`src/rtl/ilk_mframe_pkg.sv`:
```
package ilk_mframe_pkg;

   localparam int WORD_W = 64;
   localparam int CRC_W  = 32;

   localparam logic [CRC_W-1:0]  CRC_POLY  = 32'h1EDC_6F41;
   localparam logic [WORD_W-1:0] SYNC_WORD = 64'h78F6_78F6_78F6_78F6;
   localparam logic [WORD_W-1:0] SKIP_WORD = 64'h3A1E_1E1E_1E1E_1E1E;
   localparam logic [WORD_W-1:0] IDLE_WORD = 64'h1C00_0000_0000_0000;
   localparam logic [5:0]        SCRM_TAG  = 6'b001010;
   localparam logic [5:0]        DIAG_TAG  = 6'b011001;

   typedef enum logic [2:0] {
      SL_SYNC,
      SL_SCRM,
      SL_PAY,
      SL_SKIP,
      SL_DIAG
   } slot_kind_t;

endpackage

```
`src/rtl/ilk_mframe_slot.sv`:
```
module ilk_mframe_slot
   import ilk_mframe_pkg::*;
#(
   parameter int MF_LEN = 16,
   localparam int POS_W = $clog2(MF_LEN)
) (
   input  logic             clk,
   input  logic             rst_n,
   output logic [POS_W-1:0] pos,
   output slot_kind_t       kind
);

   localparam logic [POS_W-1:0] LAST_POS = POS_W'(MF_LEN - 1);
   localparam logic [POS_W-1:0] SKIP_POS = POS_W'(MF_LEN - 2);

   always_ff @(posedge clk) begin
      if (!rst_n)               pos <= '0;
      else if (pos == LAST_POS) pos <= '0;
      else                      pos <= pos + 1'b1;
   end

   always_comb begin
      if (pos == '0)               kind = SL_SYNC;
      else if (pos == POS_W'(1))   kind = SL_SCRM;
      else if (pos == SKIP_POS)    kind = SL_SKIP;
      else if (pos == LAST_POS)    kind = SL_DIAG;
      else                         kind = SL_PAY;
   end

endmodule

```
`src/rtl/ilk_mframe_crc.sv`:
```
module ilk_mframe_crc
   import ilk_mframe_pkg::*;
(
   input  logic [CRC_W-1:0]  crc_in,
   input  logic [WORD_W-1:0] word,
   input  logic              flip,
   output logic [CRC_W-1:0]  crc_out
);

   logic [CRC_W-1:0] stage [WORD_W+1];

   assign stage[0] = crc_in;

   for (genvar i = 0; i < WORD_W; i++) begin : g_bit
      logic fb;
      assign fb = stage[i][CRC_W-1] ^ word[WORD_W-1-i];
      assign stage[i+1] = {stage[i][CRC_W-2:0], 1'b0} ^ ({CRC_W{fb}} & CRC_POLY);
   end

   assign crc_out = flip ? ~stage[WORD_W] : stage[WORD_W];

endmodule

```
`src/rtl/ilk_mframe_gen.sv`:
```
module ilk_mframe_gen
   import ilk_mframe_pkg::*;
#(
   parameter int          MF_LEN     = 16,
   parameter bit          BURST_CTRL = 1'b1,
   parameter logic [57:0] SCRM_SEED  = 58'h1F0_F0F0_F0F0_F0F0
) (
   input  logic              clk,
   input  logic              rst_n,
   input  logic [WORD_W-1:0] pl_data,
   input  logic              pl_avail,
   input  logic              burst_en,
   input  logic [1:0]        diag_status,
   input  logic              crc_err_ins,
   output logic [WORD_W-1:0] tx_word,
   output logic              tx_ctl,
   output logic              pl_rd,
   output logic              mf_start
);

   localparam int POS_W = $clog2(MF_LEN);

   if (MF_LEN < 5 || MF_LEN > 8192) begin : g_bad_len
      $error("ilk_mframe_gen: MF_LEN must lie in 5..8192");
   end
   if (SCRM_SEED == '0) begin : g_bad_seed
      $error("ilk_mframe_gen: SCRM_SEED must be non-zero");
   end

   logic [POS_W-1:0] pos;
   slot_kind_t       kind;

   ilk_mframe_slot #(.MF_LEN(MF_LEN)) u_slot (
      .clk   (clk),
      .rst_n (rst_n),
      .pos   (pos),
      .kind  (kind)
   );

   logic gate_ok;
   if (BURST_CTRL) begin : g_burst
      assign gate_ok = burst_en;
   end else begin : g_free
      logic unused_burst;
      assign unused_burst = burst_en;
      assign gate_ok      = 1'b1;
   end

   assign pl_rd = (kind == SL_PAY) && pl_avail && gate_ok;

   logic [WORD_W-1:0] base_word;
   logic              base_ctl;

   always_comb begin
      base_ctl = 1'b1;
      unique case (kind)
         SL_SYNC: base_word = SYNC_WORD;
         SL_SCRM: base_word = {SCRM_TAG, SCRM_SEED};
         SL_SKIP: base_word = SKIP_WORD;
         SL_DIAG: base_word = {DIAG_TAG, 24'h0, diag_status, 32'h0};
         default: begin
            if (pl_rd) begin
               base_word = pl_data;
               base_ctl  = 1'b0;
            end else begin
               base_word = IDLE_WORD;
            end
         end
      endcase
   end

   logic [CRC_W-1:0] crc_q, crc_nxt;

   ilk_mframe_crc u_crc (
      .crc_in  (crc_q),
      .word    (base_word),
      .flip    (crc_err_ins),
      .crc_out (crc_nxt)
   );

   always_ff @(posedge clk) begin
      if (!rst_n) begin
         crc_q    <= '1;
         tx_word  <= IDLE_WORD;
         tx_ctl   <= 1'b1;
         mf_start <= 1'b0;
      end else begin
         crc_q    <= (kind == SL_DIAG) ? '1 : crc_nxt;
         tx_word  <= (kind == SL_DIAG) ? {base_word[WORD_W-1:CRC_W], ~crc_nxt} : base_word;
         tx_ctl   <= base_ctl;
         mf_start <= (kind == SL_SYNC);
      end
   end

endmodule

```
`config.mk`:
```
export PLATFORM = sky130hd
export DESIGN_NAME = ilk_mframe_gen
export DESIGN_NICKNAME = d
export VERILOG_FILES = /design/src/rtl/ilk_mframe_pkg.sv /design/src/rtl/ilk_mframe_slot.sv /design/src/rtl/ilk_mframe_crc.sv /design/src/rtl/ilk_mframe_gen.sv
export SDC_FILE = /design/constraint.sdc
export NUM_CORES = 1
export LEC_CHECK = 0
export ABC_CLOCK_PERIOD_IN_PS = 14500
export BUFFER_PORTS_ARGS = -buffer_cell sky130_fd_sc_hd__buf_2
export CAP_MARGIN = 20
export CORE_ASPECT_RATIO = 0.5
export CORE_MARGIN = 4
export CORE_UTILIZATION = 62
export CTS_CLUSTER_SIZE = 40
export DETAILED_ROUTE_END_ITERATION = 8
export GPL_TIMING_DRIVEN = 0
export PLACE_DENSITY = 0.93
export SLEW_MARGIN = 20
export SYNTH_ARGS = -nofsm -noshare
export SYNTH_HDL_FRONTEND = slang
export SYNTH_HIERARCHICAL = 1
export SYNTH_SLANG_ARGS = --single-unit
```
`constraint.sdc`:
```
create_clock -name clk -period 14.5 [get_ports clk]
set_clock_uncertainty 0.05 [all_clocks]
set_input_delay 0.725 -clock clk [delete_from_list [all_inputs] [get_ports clk]]
set_output_delay 0.725 -clock clk [all_outputs]
set_load 0.05 [all_outputs]
```
Yosys cells after proc, flatten, opt, wreduce, memory -nomap -nowiden
Cells that the tools add are included.
{"block": "op_classes", "n_eq_ne": 7, "reduce_logical": 7, "n_addsub": 1, "n_bitwise": 131, "muxes": 9}
{"cell": "32-bit by 29-bit XOR with 32-bit output", "count": 64}
{"cell": "64-bit case mux with 4 select lines", "count": 1}
{"cell": "32-bit two-way mux", "count": 2}
{"cell": "64-bit two-way mux", "count": 1}
{"cell": "32-bit inverter", "count": 2}
{"cell": "1-bit XOR", "count": 64}
{"cell": "3-bit two-way mux", "count": 4}
{"cell": "4-bit equality test, second input constant", "count": 2}
{"cell": "3-bit by 2-bit equality test with 1-bit output, second input constant", "count": 2}
{"cell": "5-bit OR reduction", "count": 1}
{"cell": "4-bit by 1-bit adder with 4-bit output, second input constant", "count": 1}
{"cell": "4-bit by 1-bit equality test with 1-bit output, second input constant", "count": 1}
{"cell": "4-bit zero test", "count": 1}
{"cell": "2-bit OR reduction", "count": 2}
{"cell": "3-bit by 1-bit equality test with 1-bit output, second input constant", "count": 1}
{"cell": "3-bit equality test, second input constant", "count": 1}
{"cell": "3-bit zero test", "count": 1}
{"cell": "1-bit logical AND", "count": 2}
{"cell": "1-bit two-way mux", "count": 1}
{"cell": "1-bit inverter", "count": 1}
{"block": "totals", "reg_bits": 102, "input_bits": 71, "wordCells": 160}

Depth between registers and ports, before layout
{"block": "logic_depth", "ltp_word": 142, "depth_mapped": 34}

Cells and area by module
The synthesis kept the hierarchy.
{"module": "ilk_mframe_crc", "cells_each": 736, "seq_area_each_um2": 0.0, "area_each_um2": 10323.7, "n_inst": 1}
{"module": "ilk_mframe_gen", "cells_each": 411, "seq_area_each_um2": 1961.9, "area_each_um2": 3902.5, "n_inst": 1}
{"module": "ilk_mframe_slot", "cells_each": 27, "seq_area_each_um2": 80.1, "area_each_um2": 232.7, "n_inst": 1}

Worst setup path before layout
No wires, ideal clock.
{"block": "synth_path", "path_kind": "reg-to-reg", "from": "reg u_slot.pos[0]", "to": "reg crc_q[27]", "arrival_time_ns": 10.223, "stages_incl_launch_ff": 30, "setup_time_ns": 0.127, "setup_slack_ns": 4.100, "cell_sequence": "dfxtp_1 inv_1 ha_1 o41ai_1 buf_4 and3b_1 buf_6 buf_2 buf_4 and3_1 xnor2_2 xnor3_2 xnor3_1 xor2_2 xnor3_1 xnor2_1 xnor3_1 xnor3_2 xnor2_2 xnor3_2 xnor2_4 xnor2_1 xor3_2 xnor2_1 xnor3_1 xnor2_2 xor3_4 xor2_4 xnor3_1 or3_1"}
{"element": "start, declared", "line": "ilk_mframe_slot.sv:9", "rtl": "output logic [POS_W-1:0] pos,"}
{"element": "start signal, assigned", "line": "ilk_mframe_slot.sv:19", "rtl": "else pos <= pos + 1'b1;"}
{"element": "4-bit equality test", "line": "ilk_mframe_slot.sv:25", "rtl": "else if (pos == SKIP_POS) kind = SL_SKIP;"}
{"element": "3-bit two-way mux", "line": "ilk_mframe_slot.sv:25"}
{"element": "3-bit two-way mux", "line": "ilk_mframe_slot.sv:24", "rtl": "else if (pos == POS_W'(1)) kind = SL_SCRM;"}
{"element": "3-bit two-way mux *", "line": "ilk_mframe_slot.sv:23", "rtl": "if (pos == '0) kind = SL_SYNC;"}
{"element": "net kind[0]", "line": "ilk_mframe_gen.sv:31", "rtl": "slot_kind_t kind;"}
{"element": "3-bit by 2-bit equality test with 1-bit output", "line": "ilk_mframe_gen.sv:49", "rtl": "assign pl_rd = (kind == SL_PAY) && pl_avail && gate_ok;"}
{"element": "1-bit logical AND (2 in a row)", "line": "ilk_mframe_gen.sv:49"}
{"element": "64-bit two-way mux", "line": "ilk_mframe_gen.sv:62", "rtl": "if (pl_rd) begin"}
{"element": "(+1 left out)"}
{"element": "net base_word[63]", "line": "ilk_mframe_gen.sv:51", "rtl": "logic [WORD_W-1:0] base_word;"}
{"element": "(+66 left out)"}
{"element": "32-bit by 29-bit XOR with 32-bit output * (4 in a row)", "line": "ilk_mframe_crc.sv:17", "rtl": "assign stage[i+1] = {stage[i][CRC_W-2:0], 1'b0} ^ ({CRC_W{fb}} & CRC_POLY);"}
{"element": "1-bit XOR / 32-bit by 29-bit XOR with 32-bit output (equally long branches)", "line": "ilk_mframe_crc.sv:16, ilk_mframe_crc.sv:17"}
{"element": "32-bit by 29-bit XOR with 32-bit output * (5 in a row)", "line": "ilk_mframe_crc.sv:17"}
{"element": "1-bit XOR / 32-bit by 29-bit XOR with 32-bit output (equally long branches)", "line": "ilk_mframe_crc.sv:16, ilk_mframe_crc.sv:17"}
{"element": "32-bit by 29-bit XOR with 32-bit output * (3 in a row)", "line": "ilk_mframe_crc.sv:17"}
{"element": "32-bit inverter", "line": "ilk_mframe_crc.sv:20", "rtl": "assign crc_out = flip ? ~stage[WORD_W] : stage[WORD_W];"}
{"element": "32-bit two-way mux *", "line": "ilk_mframe_crc.sv:20"}
{"element": "net crc_nxt[27]", "line": "ilk_mframe_gen.sv:72", "rtl": "logic [CRC_W-1:0] crc_q, crc_nxt;"}
{"element": "end signal, assigned", "line": "ilk_mframe_gen.sv:88", "rtl": "crc_q <= (kind == SL_DIAG) ? '1 : crc_nxt;"}
{"element": "end, declared", "line": "ilk_mframe_gen.sv:72"}
Mark *: on every way through the listed nets, which the timed path passes. The rest lies on a longest branch.
A chain may end at the register's enable or synchronous reset.

Worst setup path in the final report
{"block": "layout_path", "from": "reg u_slot.pos[0]", "to": "reg crc_q[25]"}
{"element": "4-bit equality test", "line": "ilk_mframe_slot.sv:25"}
{"element": "3-bit two-way mux", "line": "ilk_mframe_slot.sv:25"}
{"element": "3-bit two-way mux", "line": "ilk_mframe_slot.sv:24"}
{"element": "3-bit two-way mux *", "line": "ilk_mframe_slot.sv:23"}
{"element": "net kind[0]", "line": "ilk_mframe_gen.sv:31"}
{"element": "3-bit by 2-bit equality test with 1-bit output", "line": "ilk_mframe_gen.sv:49"}
{"element": "1-bit logical AND (2 in a row)", "line": "ilk_mframe_gen.sv:49"}
{"element": "64-bit two-way mux", "line": "ilk_mframe_gen.sv:62"}
{"element": "(+1 left out)"}
{"element": "net base_word[60]", "line": "ilk_mframe_gen.sv:51"}
{"element": "(+66 left out)"}
{"element": "32-bit by 29-bit XOR with 32-bit output * (4 in a row)", "line": "ilk_mframe_crc.sv:17"}
{"element": "1-bit XOR", "line": "ilk_mframe_crc.sv:16", "rtl": "assign fb = stage[i][CRC_W-1] ^ word[WORD_W-1-i];"}
{"element": "32-bit by 29-bit XOR with 32-bit output * (4 in a row)", "line": "ilk_mframe_crc.sv:17"}
{"element": "1-bit XOR", "line": "ilk_mframe_crc.sv:16"}
{"element": "32-bit by 29-bit XOR with 32-bit output *", "line": "ilk_mframe_crc.sv:17"}
{"element": "32-bit inverter", "line": "ilk_mframe_crc.sv:20"}
{"element": "32-bit two-way mux *", "line": "ilk_mframe_crc.sv:20"}
{"element": "net crc_nxt[25]", "line": "ilk_mframe_gen.sv:72"}
Marked as above.

==> results.json <==
{
  "root_buffer": "clkbuf_16",
  "clk_latency_ns": 0.36,
  "final_hold_viol_count": 0,
  "cts-buffers-inserted": 9,
  "postCtsSetupBuffers": 0,
  "cts_max_path_buffers": 2,
  "num_io_pins": 138,
  "core_um2": 22890,
  "worst_slew_pin_slew_ns": 1.224,
  "drive_gt1_share_pct": 21.49,
  "setup_viol": 0,
  "cts_tree": "done",
  "fin_crit_sh_pct": 88.96,
  "dr.pass1.iters": 7,
  "cp.arrival_ns": 13.09,
  "yosysSeqAreaShare_pct": 14.12,
  "n_antenna_cell": 0,
  "antenna_found_initial": 0,
  "slew_violations": 0,
  "grt_usage_pct": 34.03,
  "crit_path_start_kind": "flop",
  "stdcell_area_um2": 15850,
  "synth_cells": 1174,
  "cts_resized": 0,
  "yosysUniqueCellTypes": 55,
  "postSynthNetCount": 1249,
  "dp_hpwl_um": 36800,
  "synthFlopType": "dfxtp_1",
  "drv_cap": 0,
  "ys_ff_latch": 102,
  "grt_overflow": 0,
  "nets": 1396,
  "outcome": "finished, final reports clean",
  "path_max_fanout": 9,
  "start_util_pct": 63.18,
  "worst-setup-path-type": "reg2reg",
  "wl_per_cell_um": 27.03,
  "drc_errors": 0,
  "rsz0062_at_grt": "false",
  "clock_sinks": 102,
  "required_ns": 14.69,
  "post_layout_nonfiller_instances": 1633,
  "synth_edf_count": 0,
  "synthArstFlopShare_pct": 0,
  "gp_congestion": 0.9894,
  "synth_warnings": 6,
  "final_cell_mix": "xnor2_1 (342), xnor3_1 (181), buf_2 (152), dfxtp_1 (102), xor2_1 (100)",
  "layout_setup_ws_ns": 1.600,
  "via_count": 9961,
  "hold_buffers": 0,
  "vias_per_cell": 6.100,
  "dp.cells": 1617,
  "clk_pin_slew_worst_paths_ns": 0.08,
  "dieArea_um2": 25980,
  "first_iter_violations": 1560,
  "setup_tns_ns": 0,
  "hp-class": "reg2reg",
  "mostFrequentLayoutCell": "xnor2_1",
  "final_antenna_net_count": 0,
  "cts_max_level": 3,
  "fmax_mhz": 77.52,
  "areaGrowthSynthToFinish_pct": 9.614,
  "die_y_um": 116.0,
  "grt_pass1_vias": 10020,
  "netlist_area_um2": 14460,
  "placed_cell_area_um2": 15520,
  "relSlewSlack_pct": 18.22,
  "wl_um": 44150,
  "portBuffers": 136,
  "die_w_um": 224.0,
  "grt_max_degree": 21,
  "worst_setup_path_end_kind": "flop",
  "period_minus_slack_ns": 12.90,
  "grt_pass1_wl_um": 65320,
  "dp_slack_ns": 1.917,
  "row_count": 39,
  "syn_avg_cell_area_um2": 12.32
}
-- registers in the layout (all words and copies together) (netlist names) --
name,count
crc_q,32
u_slot/pos,4
mf_start,1
tx_word,64
tx_ctl,1
-- cell type report --
class | count | area [um2]
Multi-Input combinational cell | 1016 | 12140
Buffer | 46 | 237.7
Timing Repair Buffer | 136 | 680.7
Clock buffer | 9 | 225.2
Inverter | 10 | 37.54
Clock inverter | 7 | 100.1
Tap cell | 307 | 384.1
Sequential cell | 102 | 2042
Fill cell | 1608 | 7037
-- final timing paths --
check / endpoint / from / slack (ns) / cells past startpoint
worst max-delay path: crc_q[25]$_SDFF_PP1_ / u_slot/pos[0]$_SDFF_PP0_ / 1.60 / 27
worst min-delay path: u_slot/pos[3]$_SDFF_PP0_ / u_slot/pos[3]$_SDFF_PP0_ / 0.52 / 2
worst max register to register: crc_q[25]$_SDFF_PP1_ / u_slot/pos[0]$_SDFF_PP0_ / 1.60 / 27
worst min register to register: u_slot/pos[3]$_SDFF_PP0_ / u_slot/pos[3]$_SDFF_PP0_ / 0.52 / 2
-- cells by family (layout without fill, tap and decap cells) --
group / after synthesis / after routing / share of synthesized area [%]
XOR/XNOR: 733 / 733 / 71.33
AND/OR/NAND/NOR: 162 / 162 / 6.213
AO/OA/AOI/OAI: 116 / 116 / 6.014
flip-flops: 102 / 102 / 14.12
buffers and inverters: 56 / 208 / 1.904
adder cells (fa/ha/maj): 4 / 4 / 0.3462
multiplexers: 1 / 1 / 0.06923
-- cell usage after synthesis, types with 19 or more instances --
master	count	area, um2
nand2_1	32	120.1
dfxtp_1	102	2042
xor3_1	22	523.0
xnor3_1	181	4076
a21o_1	39	292.8
or3_1	32	200.2
xor2_1	100	875.8
nor2_1	19	71.32
xnor3_2	25	594.3
and3_1	37	231.5
xnor2_2	27	439.2
xnor2_1	342	2995
clkbuf_1	20	75.07
a21oi_1	24	120.1
-- critical path: stages (launching register included) --
cell and delay, ns:
dfxtp_1 0.40, inv_1 0.11, ha_1 0.24, o41ai_1 0.41, buf_4 0.24, nor3b_1 0.99, or2_2 0.27, nor2_1 0.10
xor2_2 0.38, xnor3_1 0.64, xor2_2 0.60, xor2_2 0.29, xnor2_2 0.49, xor2_1 0.64, xnor3_2 0.69, xor2_2 0.44
xor2_1 0.36, xor2_2 0.64, xnor2_1 0.28, xnor3_1 0.52, xor3_2 0.55, xnor2_1 0.52, xnor3_1 0.64, xnor2_2 0.30
xor3_4 0.57, xnor2_1 0.64, xnor2_1 0.35, or3_1 0.42
-- metal layers --
metal  global-route usage (%)  vias up  wire (um)
met1                    48.35     4965      18270
met5                        0        -          0
met3                    6.910       97       4877
met4                    6.401        0       1034
met2                    55.46      612      19960
li1                         -     4287          -
-- through the flow --
stage	hold slack, ns	util (%)
after detailed placement	0.4951	67.83
after CTS	0.5078	69.25
after floorplan	0.4488	-
after global placement	0.4639	67.83
after global routing	0.5585	69.25
final	0.5154	69.25
Power is left out: the tool's default activity adds up to more than one toggle a clock period on the data nets, which glitch-free logic cannot reach.
